$ cat config.mk
export PLATFORM = sky130hd
export DESIGN_NAME = instr_sequencer
export DESIGN_NICKNAME = d
export VERILOG_FILES = /design/src/rtl/seq_pkg.sv /design/src/rtl/seq_len_calc.sv /design/src/rtl/seq_step_ring.sv /design/src/rtl/seq_instr_reg.sv /design/src/rtl/instr_sequencer.sv
export SDC_FILE = /design/constraint.sdc
export NUM_CORES = 1
export LEC_CHECK = 0
export BUFFER_PORTS_ARGS = -buffer_cell sky130_fd_sc_hd__clkbuf_2
export CELL_PAD_IN_SITES_DETAIL_PLACEMENT = 0
export CELL_PAD_IN_SITES_GLOBAL_PLACEMENT = 1
export CORE_MARGIN = 1.5
export CORE_UTILIZATION = 38
export DETAILED_ROUTE_END_ITERATION = 16
export GPL_ROUTABILITY_DRIVEN = 0
export PLACE_DENSITY_LB_ADDON = 0.1
export RECOVER_POWER = 100
export REMOVE_ABC_BUFFERS = 1
export SETUP_SLACK_MARGIN = 0.1
export SYNTH_ARGS = -nofsm -noshare
export SYNTH_HDL_FRONTEND = slang
export SYNTH_HIERARCHICAL = 1
export SYNTH_SLANG_ARGS = --single-unit
$ cat constraint.sdc
create_clock -name clk -period 3.1 [get_ports clk]
set_input_delay 0.465 -clock clk [delete_from_list [all_inputs] [get_ports clk]]
set_output_delay 0.465 -clock clk [all_outputs]
set_load 0.03 [all_outputs]
$ cat src/rtl/seq_pkg.sv
// Shared types for the instruction sequencer.
// Assumes the class codes are produced by an external decoder.
package seq_pkg;
    typedef enum logic [2:0] {
        CLS_ALU   = 3'd0,
        CLS_LOAD  = 3'd1,
        CLS_STORE = 3'd2,
        CLS_MUL   = 3'd3,
        CLS_DIV   = 3'd4
    } op_class_e;
endpackage

$ cat src/rtl/seq_len_calc.sv
// Computes how many extra execution cycles follow the fetch pair.
// Assumes class, size and operand are stable while step 1 is active.
module seq_len_calc
    import seq_pkg::*;
#(
    parameter int OPND_W     = 16,
    parameter int DIV_CYCLES = 16,
    parameter int LEN_W      = 5
) (
    input  logic [2:0]        op_class_i,
    input  logic              mem_word_i,
    input  logic [OPND_W-1:0] mul_opnd_i,
    output logic [LEN_W-1:0]  n_extra_o
);
    logic [LEN_W-1:0] msb_pos;

    // Find the 1-based index of the highest set operand bit (0 if none).
    always_comb begin
        msb_pos = '0;
        for (int i = 0; i < OPND_W; i++) begin
            if (mul_opnd_i[i]) msb_pos = LEN_W'(i + 1);
        end
    end

    // Select the extra cycle count for the decoded class.
    always_comb begin
        case (op_class_i)
            CLS_LOAD, CLS_STORE: n_extra_o = mem_word_i ? LEN_W'(2) : LEN_W'(1);
            CLS_MUL:             n_extra_o = msb_pos;
            CLS_DIV:             n_extra_o = LEN_W'(DIV_CYCLES);
            default:             n_extra_o = '0;
        endcase
    end
endmodule

$ cat src/rtl/seq_step_ring.sv
// Rotating one-hot step register: shifts up each cycle, wraps to step 0 on retire.
// Assumes the retire input is asserted no later than the top step.
module seq_step_ring #(
    parameter int STEPS = 18
) (
    input  logic             clk,
    input  logic             rst_n,
    input  logic             retire_i,
    output logic [STEPS-1:0] step_o
);
    // Advance or wrap the one-hot step vector.
    always_ff @(posedge clk) begin
        if (!rst_n)        step_o <= STEPS'(1);
        else if (retire_i) step_o <= STEPS'(1);
        else               step_o <= {step_o[STEPS-2:0], 1'b0};
    end

    p_onehot_r7: assert property (@(posedge clk) disable iff (!rst_n)
        $onehot(step_o));
    p_wrap_after_retire_r7: assert property (@(posedge clk) disable iff (!rst_n)
        retire_i |=> step_o[0]);
    p_fetch_pair_r2: assert property (@(posedge clk) disable iff (!rst_n)
        step_o[0] |=> step_o[1]);
endmodule

$ cat src/rtl/seq_instr_reg.sv
// Instruction register filled one byte per fetch step, low half first.
// Assumes exactly one of the fetch enables is high at a time.
module seq_instr_reg #(
    parameter int BYTE_W  = 8,
    parameter int INSTR_W = 16
) (
    input  logic               clk,
    input  logic               rst_n,
    input  logic               load_lo_i,
    input  logic               load_hi_i,
    input  logic [BYTE_W-1:0]  rd_data_i,
    output logic [INSTR_W-1:0] instr_o
);
    // Capture the fetched byte into the half selected by the step.
    always_ff @(posedge clk) begin
        if (!rst_n)         instr_o <= '0;
        else if (load_lo_i) instr_o[BYTE_W-1:0] <= rd_data_i;
        else if (load_hi_i) instr_o[INSTR_W-1:BYTE_W] <= rd_data_i;
    end

    p_lo_capture_r2: assert property (@(posedge clk) disable iff (!rst_n)
        load_lo_i |=> instr_o[BYTE_W-1:0] == $past(rd_data_i));
    p_hi_capture_r2: assert property (@(posedge clk) disable iff (!rst_n)
        load_hi_i |=> instr_o[INSTR_W-1:BYTE_W] == $past(rd_data_i));
endmodule

$ cat src/rtl/instr_sequencer.sv
// Top of the multi-cycle instruction sequencer: two byte-fetch steps,
// then zero or more extra execution steps chosen by the operation class.
// Assumes an external decoder drives op_class_i during step 1.
module instr_sequencer
    import seq_pkg::*;
#(
    parameter int BYTE_W     = 8,
    parameter int INSTR_W    = 16,
    parameter int OPND_W     = 16,
    parameter int DIV_CYCLES = 16,
    localparam int MAX_EXEC  = (DIV_CYCLES > OPND_W) ? DIV_CYCLES : OPND_W,
    localparam int STEPS     = MAX_EXEC + 2,
    localparam int LEN_W     = $clog2(MAX_EXEC + 1)
) (
    input  logic               clk,
    input  logic               rst_n,
    input  logic [BYTE_W-1:0]  rd_data_i,
    input  logic [2:0]         op_class_i,
    input  logic               mem_word_i,
    input  logic [OPND_W-1:0]  mul_opnd_i,
    output logic [STEPS-1:0]   step_o,
    output logic               fetch_hi_o,
    output logic [INSTR_W-1:0] instr_o,
    output logic               retire_o
);
    logic [LEN_W-1:0] n_extra;
    logic [LEN_W-1:0] cnt_q;
    logic             in_exec;

    seq_len_calc #(.OPND_W(OPND_W), .DIV_CYCLES(DIV_CYCLES), .LEN_W(LEN_W)) i_len (
        .op_class_i (op_class_i),
        .mem_word_i (mem_word_i),
        .mul_opnd_i (mul_opnd_i),
        .n_extra_o  (n_extra)
    );

    seq_step_ring #(.STEPS(STEPS)) i_ring (
        .clk      (clk),
        .rst_n    (rst_n),
        .retire_i (retire_o),
        .step_o   (step_o)
    );

    seq_instr_reg #(.BYTE_W(BYTE_W), .INSTR_W(INSTR_W)) i_ir (
        .clk       (clk),
        .rst_n     (rst_n),
        .load_lo_i (step_o[0]),
        .load_hi_i (step_o[1]),
        .rd_data_i (rd_data_i),
        .instr_o   (instr_o)
    );

    // Flag the execution steps that follow the fetch pair.
    always_comb in_exec = !step_o[0] && !step_o[1];

    // Latch the remaining-cycle count at step 1, count it down in execution.
    always_ff @(posedge clk) begin
        if (!rst_n)                         cnt_q <= '0;
        else if (step_o[1])                 cnt_q <= n_extra;
        else if (in_exec && cnt_q != '0)    cnt_q <= cnt_q - LEN_W'(1);
    end

    // Drive the fetch-half select and the final-step strobe.
    always_comb begin
        fetch_hi_o = step_o[1];
        retire_o   = (step_o[1] && n_extra == '0) || (in_exec && cnt_q == LEN_W'(1));
    end

    p_exec_count_live_r7: assert property (@(posedge clk) disable iff (!rst_n)
        in_exec |-> cnt_q != '0);
    p_no_ring_overflow_r6: assert property (@(posedge clk) disable iff (!rst_n)
        step_o[STEPS-1] |-> retire_o);
    p_no_retire_on_first_fetch_r2: assert property (@(posedge clk) disable iff (!rst_n)
        step_o[0] |-> !retire_o);
    p_count_holds_input_r8: assert property (@(posedge clk) disable iff (!rst_n)
        (in_exec && !retire_o) |=> cnt_q == $past(cnt_q) - LEN_W'(1));
endmodule

==> reports/metrics.cfg, run 1 <==
[yosys]
synth-edff-count = 0
syn_area_sq_um = 1740
yosysSeqAreaShare = 0.448
synthAdderAreaFrac = 0.0143
avgSynthCellArea_sq_um = 9.91
ys.flop_type = dfxtp_1
syn_inst = 176
yosys.cell_types.count = 44
synthXorXnorAreaFrac = 0.00502
ys_warn_count = 6
synth_top_family_by_area = simple AND/OR/NAND/NOR gates
synth_mux_area_frac = 0.0918
async_flop_share = 0
synth_seq_cells = 39
synth_compound_area_frac = 0.109
synth-simple-area-share = 0.283

[cts]
cts_tree = yes
cts_max_level = 2
cts_setup_buffers = 0
cts_resized = 0
clock_sinks = 39
cts_root_buf = clkbuf_8
clk_latency_ps = 290
clk_path_buf_depth = 2
hold_buffers = 0
cts_buffers = 5
clk_pin_slew_ps = 80

[setup_path]
required_ps = 2630
cp-start-kind = input pin
cp-endpoint = retire_o
r2r_cells = 4
setup.worst_path.start = op_class_i[1]
r2r_start = i_ring/step_o[0]
critPathMostFrequentCell = clkbuf_1
cp_max_fo = 6
worst_ep_arrival_time_ps = 2220
crit_path_end_kind = output port
critPathKind = in -> out
timing.rr.end = i_ring/step_o[2]
ff2ff_setup_slack_ps = 1130
crit_path_cell_trace = clkbuf_1 > nand2_2 > or3_1 > o21bai_1 > o32ai_1 > nor2_1 > nand3_1 > o21ai_0 > clkbuf_1
max_stage_delay_ps = 380
cpMaxStageDelayCell = or3_1

[sta]
worst_pin_slew_ps = 913
finalSetupViolations = 0
fmax_ghz = 0.372
final-max-slew-violation-count = 0
final.period_utilization = 0.867
period_needed_ps = 2690
rsz0062_at_grt = no
setup_tns_ps = 0
max_slew_margin = 0.390
hold_viol_final = 0
clock_skew_ps = 3.56

[floorplanning]
die_area_sq_um = 5010
initial_core_util = 0.398
ioPinCount = 66
coreArea_sq_um = 4380
dieWidth_um = 70.8
core.rowCount = 24
die_h_um = 70.8

[placed_design]
place_hpwl_mm = 2.92
io_buffers = 65

[power]
p_leak_uw = 0.000909
total_power_uw = 1140
vdd_drop_max_mv = 0.247
p_per_area_nw_per_um2 = 542

[grt]
grt_overflow_total = 0
grt_pass1_wl_mm = 6.61
antenna_found_initial = 0
grt_pass1_vias = 1483
grt_usage = 0.165
grt_max_degree = 50

[detailed_routing]
wl_met3_um = 300
ant_nets = 0
routed_wl_mm = 3.93
dr_wl_met2_mm = 1.85
drtIter0Drc = 65
top_layer_used = met4
first_pass_iters = 6
detail_route.wl_per_cell_um = 13.4
drc = 0
vias_per_cell = 5.03
wl_met1_mm = 1.69
via_count = 1474

[layout]
seqCellArea_sq_um = 781
utilization = 0.478
multi_input_area_sq_um = 866
nets = 273
area_delta_synth_final_pct = 20.2
drive_gt1_frac = 0.187
nFillCells = 456
antenna_cells = 0

[worst_hold_path]
hold_path.class = in -> reg

[run_status]
outcome = completed

[run]
max-cap-violations = 0

## synthesized netlist by cell type, drive strengths merged, types with 2 or more instances
cell | instances | area [sq um]
nor4 | 2 | 12.5
nand2b | 3 | 18.8
buf | 6 | 57.6
nor2 | 9 | 33.8
a21oi | 7 | 35.0
nand3b | 3 | 22.5
clkbuf | 2 | 8.75
mux2i | 16 | 160
nor3 | 5 | 25.0
or3 | 4 | 31.3
dfxtp | 39 | 781
ha | 2 | 25.0
inv | 5 | 18.8
nand2 | 19 | 73.8
nor2b | 10 | 70.1
nand3 | 2 | 10.0
and3b | 17 | 158
o311ai | 2 | 17.5
o21ai | 6 | 30.0
## how the worst min path moves through the flow
stage                             to        startpoint  slack (ps)  cells after the start
floorplan                   cnt_q[1]          cnt_q[1]         520                      2
CTS                 i_ir/instr_o[10]      rd_data_i[2]         400                      3
detailed placement   i_ir/instr_o[8]   i_ir/instr_o[8]         450                      2
finish              i_ir/instr_o[15]      rd_data_i[7]         420                      3
global placement    i_ir/instr_o[13]  i_ir/instr_o[13]         440                      2
global route        i_ir/instr_o[10]      rd_data_i[2]         400                      3
## sequential cells by signal, indices dropped and copies added (netlist names)
signal         count
i_ring/step_o     18
i_ir/instr_o      16
cnt_q              5
## worst max-delay path, delay by kind of cell
family,cells,cell delay (ps)
and+or+nand+nor,4,630
AOI/OAI and AO/OA,3,660
buffers and inverters,2,480
## through the flow
stage	std cells	setup WS (ps)	hold WS, ps	cell area (sq um)
final	293	413	416	2100
after global routing	293	249	401	2100
after CTS	293	569	403	2160
after detailed placement	286	577	454	2080
after global placement	286	613	443	2080
after floorplan	168	531	524	1680
## report_power, final
group          leakage, uW  total, uW  internal [uW]  switching, uW
registers         0.000318        569            531           37.7
clock network    0.0000440        328            154            174
logic             0.000547        239           98.0            141
## cell type report
type,count,area share
multi-input combinational,124,0.413
sequential,39,0.373
timing repair buffer,66,0.135
clock inverter,2,0.00657
tap,52,0.0310
inverter,5,0.00896
clock buffer,5,0.0328
## layout by cell type (no fill, tap or decap), types with 2 or more instances in the layout
cell type	count
nor3_1	5
clkbuf_8	5
nand2_1	18
nand3_1	2
and3b_1	10
nor2_1	9
a21oi_1	7
o311ai_0	2
nand2b_1	3
ha_1	2
nand3b_1	3
mux2i_1	16
dfxtp_1	39
clkbuf_1	38
clkbuf_2	28
inv_1	5
and3b_2	7
or3_1	3
o21ai_0	6
nor4_1	2
nor2b_1	10
## logic make-up (layout without fill, tap and decap cells)
family,Yosys count,after routing
fa+ha+maj,2,2
compound gates,28,28
flops,39,39
xor+xnor,1,1
buf+inv,13,78
mux,16,16
simple gates,77,77
## metal layers
layer,track usage,vias up
met5,0,-
met4,0.0839,0
met3,0.0570,8
met2,0.267,55
met1,0.194,662
li1,-,749
Note: power is estimated with default switching activity, not from simulation.
==> inputs of run 2 (changes only) <==
ABC_AREA = 1   (was not set)
CORE_UTILIZATION = 37   (was 38)
==> reports/metrics.cfg, run 2 <==
[setup_path]
ff2ff_setup_slack_ps = 910
crit_path_end_kind = output port
worst_ep_arrival_time_ps = 2210
cp_max_fo = 2
cp-start-kind = input pin
r2r_cells = 7
timing.rr.end = i_ring/step_o[12]
r2r_start = i_ring/step_o[1]
required_ps = 2630
critPathKind = in -> out

[cts]
hold_buffers = 0
cts_buffers = 5
cts_setup_buffers = 0
clock_sinks = 39
clk_pin_slew_ps = 70
clk_path_buf_depth = 2
clk_latency_ps = 280
cts_tree = yes
cts_max_level = 2
cts_root_buf = clkbuf_8

[run_status]
outcome = completed

[yosys]
synth_top_area_share = 0.421
ys.flop_type = dfxtp_1
synthTopCellsByCount = nor2_1 (42), dfxtp_1 (39), inv_1 (37)
yosys.area.top_type = dfxtp_1
synth-edff-count = 0
async_flop_share = 0
yosys.cell_types.count = 28
syn_inst = 247
syn_area_sq_um = 1860
yosysMostFrequentCell = nor2_1
synth_area_leaders = dfxtp_1 (42%), nor2_1 (8.5%), inv_1 (7.5%)
avgSynthCellArea_sq_um = 7.51
ys_warn_count = 6
yosysSeqAreaShare = 0.421
synth_seq_cells = 39

[sta]
setup_tns_ps = 0
worst_pin_slew_ps = 1050
clock_skew_ps = 6.70
hold_viol_final = 0
max_slew_margin = 0.299
finalSetupViolations = 0
period_needed_ps = 2670
rsz0062_at_grt = no
fmax_ghz = 0.374
final.period_utilization = 0.863
final-max-slew-violation-count = 0

[floorplanning]
coreArea_sq_um = 4790
die_h_um = 73.8
dieWidth_um = 73.8
ioPinCount = 66
die_area_sq_um = 5450
core.rowCount = 25
initial_core_util = 0.388

[layout]
antenna_cells = 0
reg_top3 = i_ring/step_o (18), i_ir/instr_o (16), cnt_q (5)
top_register = i_ring/step_o
drive_gt1_frac = 0.215
largest_register_ffs = 18
final_common_cell = nor2_1
area_delta_synth_final_pct = 19.1
layout_common_cells = nor2_1 (43), inv_1 (39), clkbuf_1 (39), dfxtp_1 (39), nand2_1 (37)
nFillCells = 540
nets = 347

[detailed_routing]
routed_wl_mm = 3.75
drtIter0Drc = 64
first_pass_iters = 6
ant_nets = 0
via_count = 1618
detail_route.wl_per_cell_um = 9.80
vias_per_cell = 4.22
drc = 0

[worst_hold_path]
hold_path_end = i_ir/instr_o[4]
hold_path.class = in -> reg
worstHoldStart = rd_data_i[4]
hold_path_depth = 3

[grt]
grt_pass1_wl_mm = 6.33
antenna_found_initial = 0
grt_max_degree = 22
grt_overflow_total = 0
grt_usage = 0.150
grt_pass1_vias = 1479

[run]
max-cap-violations = 0

[placed_design]
io_buffers = 65
place_hpwl_mm = 2.77

[power]
p_per_area_nw_per_um2 = 567
p_leak_uw = 0.000997
vdd_drop_max_mv = 0.311
total_power_uw = 1250

## run 2: changes by cell type after synthesis, sizes merged, moves of 5 or more
cell,before,now
nor2b,10,0
nand2,19,39
and3b,17,0
o21ai,6,15
nand3,2,19
mux2i,16,0
inv,5,54
nor3,5,0
nor2,9,52
## run 2: layout make-up
cell class	count	area, sq um	area share
Clock inverter	1	5.00	0.00227
Sequential cell	39	781	0.353
Multi-Input combinational cell	147	764	0.346
Inverter	55	210	0.0951
Timing Repair Buffer	67	289	0.131
Clock buffer	7	76.3	0.0345
Tap cell	67	83.8	0.0379
## run 2: cell families after synthesis
logic type,count (synthesis),share of synthesized area
buffers and inverters,61,0.156
xor gates and xnor gates,1,0.00472
DFF,39,0.421
adders and majority gates,2,0.0135
AOI/OAI and AO/OA,29,0.0978
and+or+nand+nor,115,0.307
## run 2: critical path: stages
cell and delay (ps):
clkbuf_1 90, inv_1 40, nand2_1 40, nand2_1 40, nand2_1 50, nand2_1 40
nand2_1 50, nand2_1 50, nand2_1 50, nand2_1 40, nand2_1 50, nand2_1 40
nand2_1 50, nand2_1 40, nand2_1 50, nand2_1 40, nand2_1 50, nand2_1 50
or2_2 280, o41ai_2 310, clkbuf_2 280
## run 2: metal layers
layer | GRT usage | wire, um | share of wire
met2 | 0.242 | 1720 | 0.46
met1 | 0.194 | 1800 | 0.48
met4 | 0.0432 | 19 | 0.0051
met5 | 0 | 0 | 0
met3 | 0.0453 | 219 | 0.058
## run 2: power by group
group	total, uW	switching (uW)	internal (uW)
clock	321	163	158
sequential	575	28.3	547
combinational	357	248	109
## run 2: repair_timing
item | 4_1_cts | 5_1_grt
resized for setup | 0 | 1
endpoints found under the setup margin | 0 | 1
endpoints found under the hold margin | 0 | 0
## run 2: worst max path at each step
stage	start	end	slack [ps]
floorplan	mul_opnd_i[1]	i_ring/step_o[14]	-60
global placement	mul_opnd_i[1]	retire_o	260
detailed placement	mul_opnd_i[1]	retire_o	240
CTS	mul_opnd_i[1]	retire_o	230
global route	mul_opnd_i[1]	retire_o	110
finish	mul_opnd_i[1]	retire_o	430
## run 2: stage by stage
step	cell area [sq um]	instances	worst slack, ps	utilization	hold WS (ps)
detailed placement	2200	375	235	0.460	419
global placement	2200	375	264	0.460	413
CTS	2280	383	230	0.477	415
global route	2210	383	111	0.462	423
floorplan	1780	241	-63.5	-	474
finish	2210	383	426	0.462	424
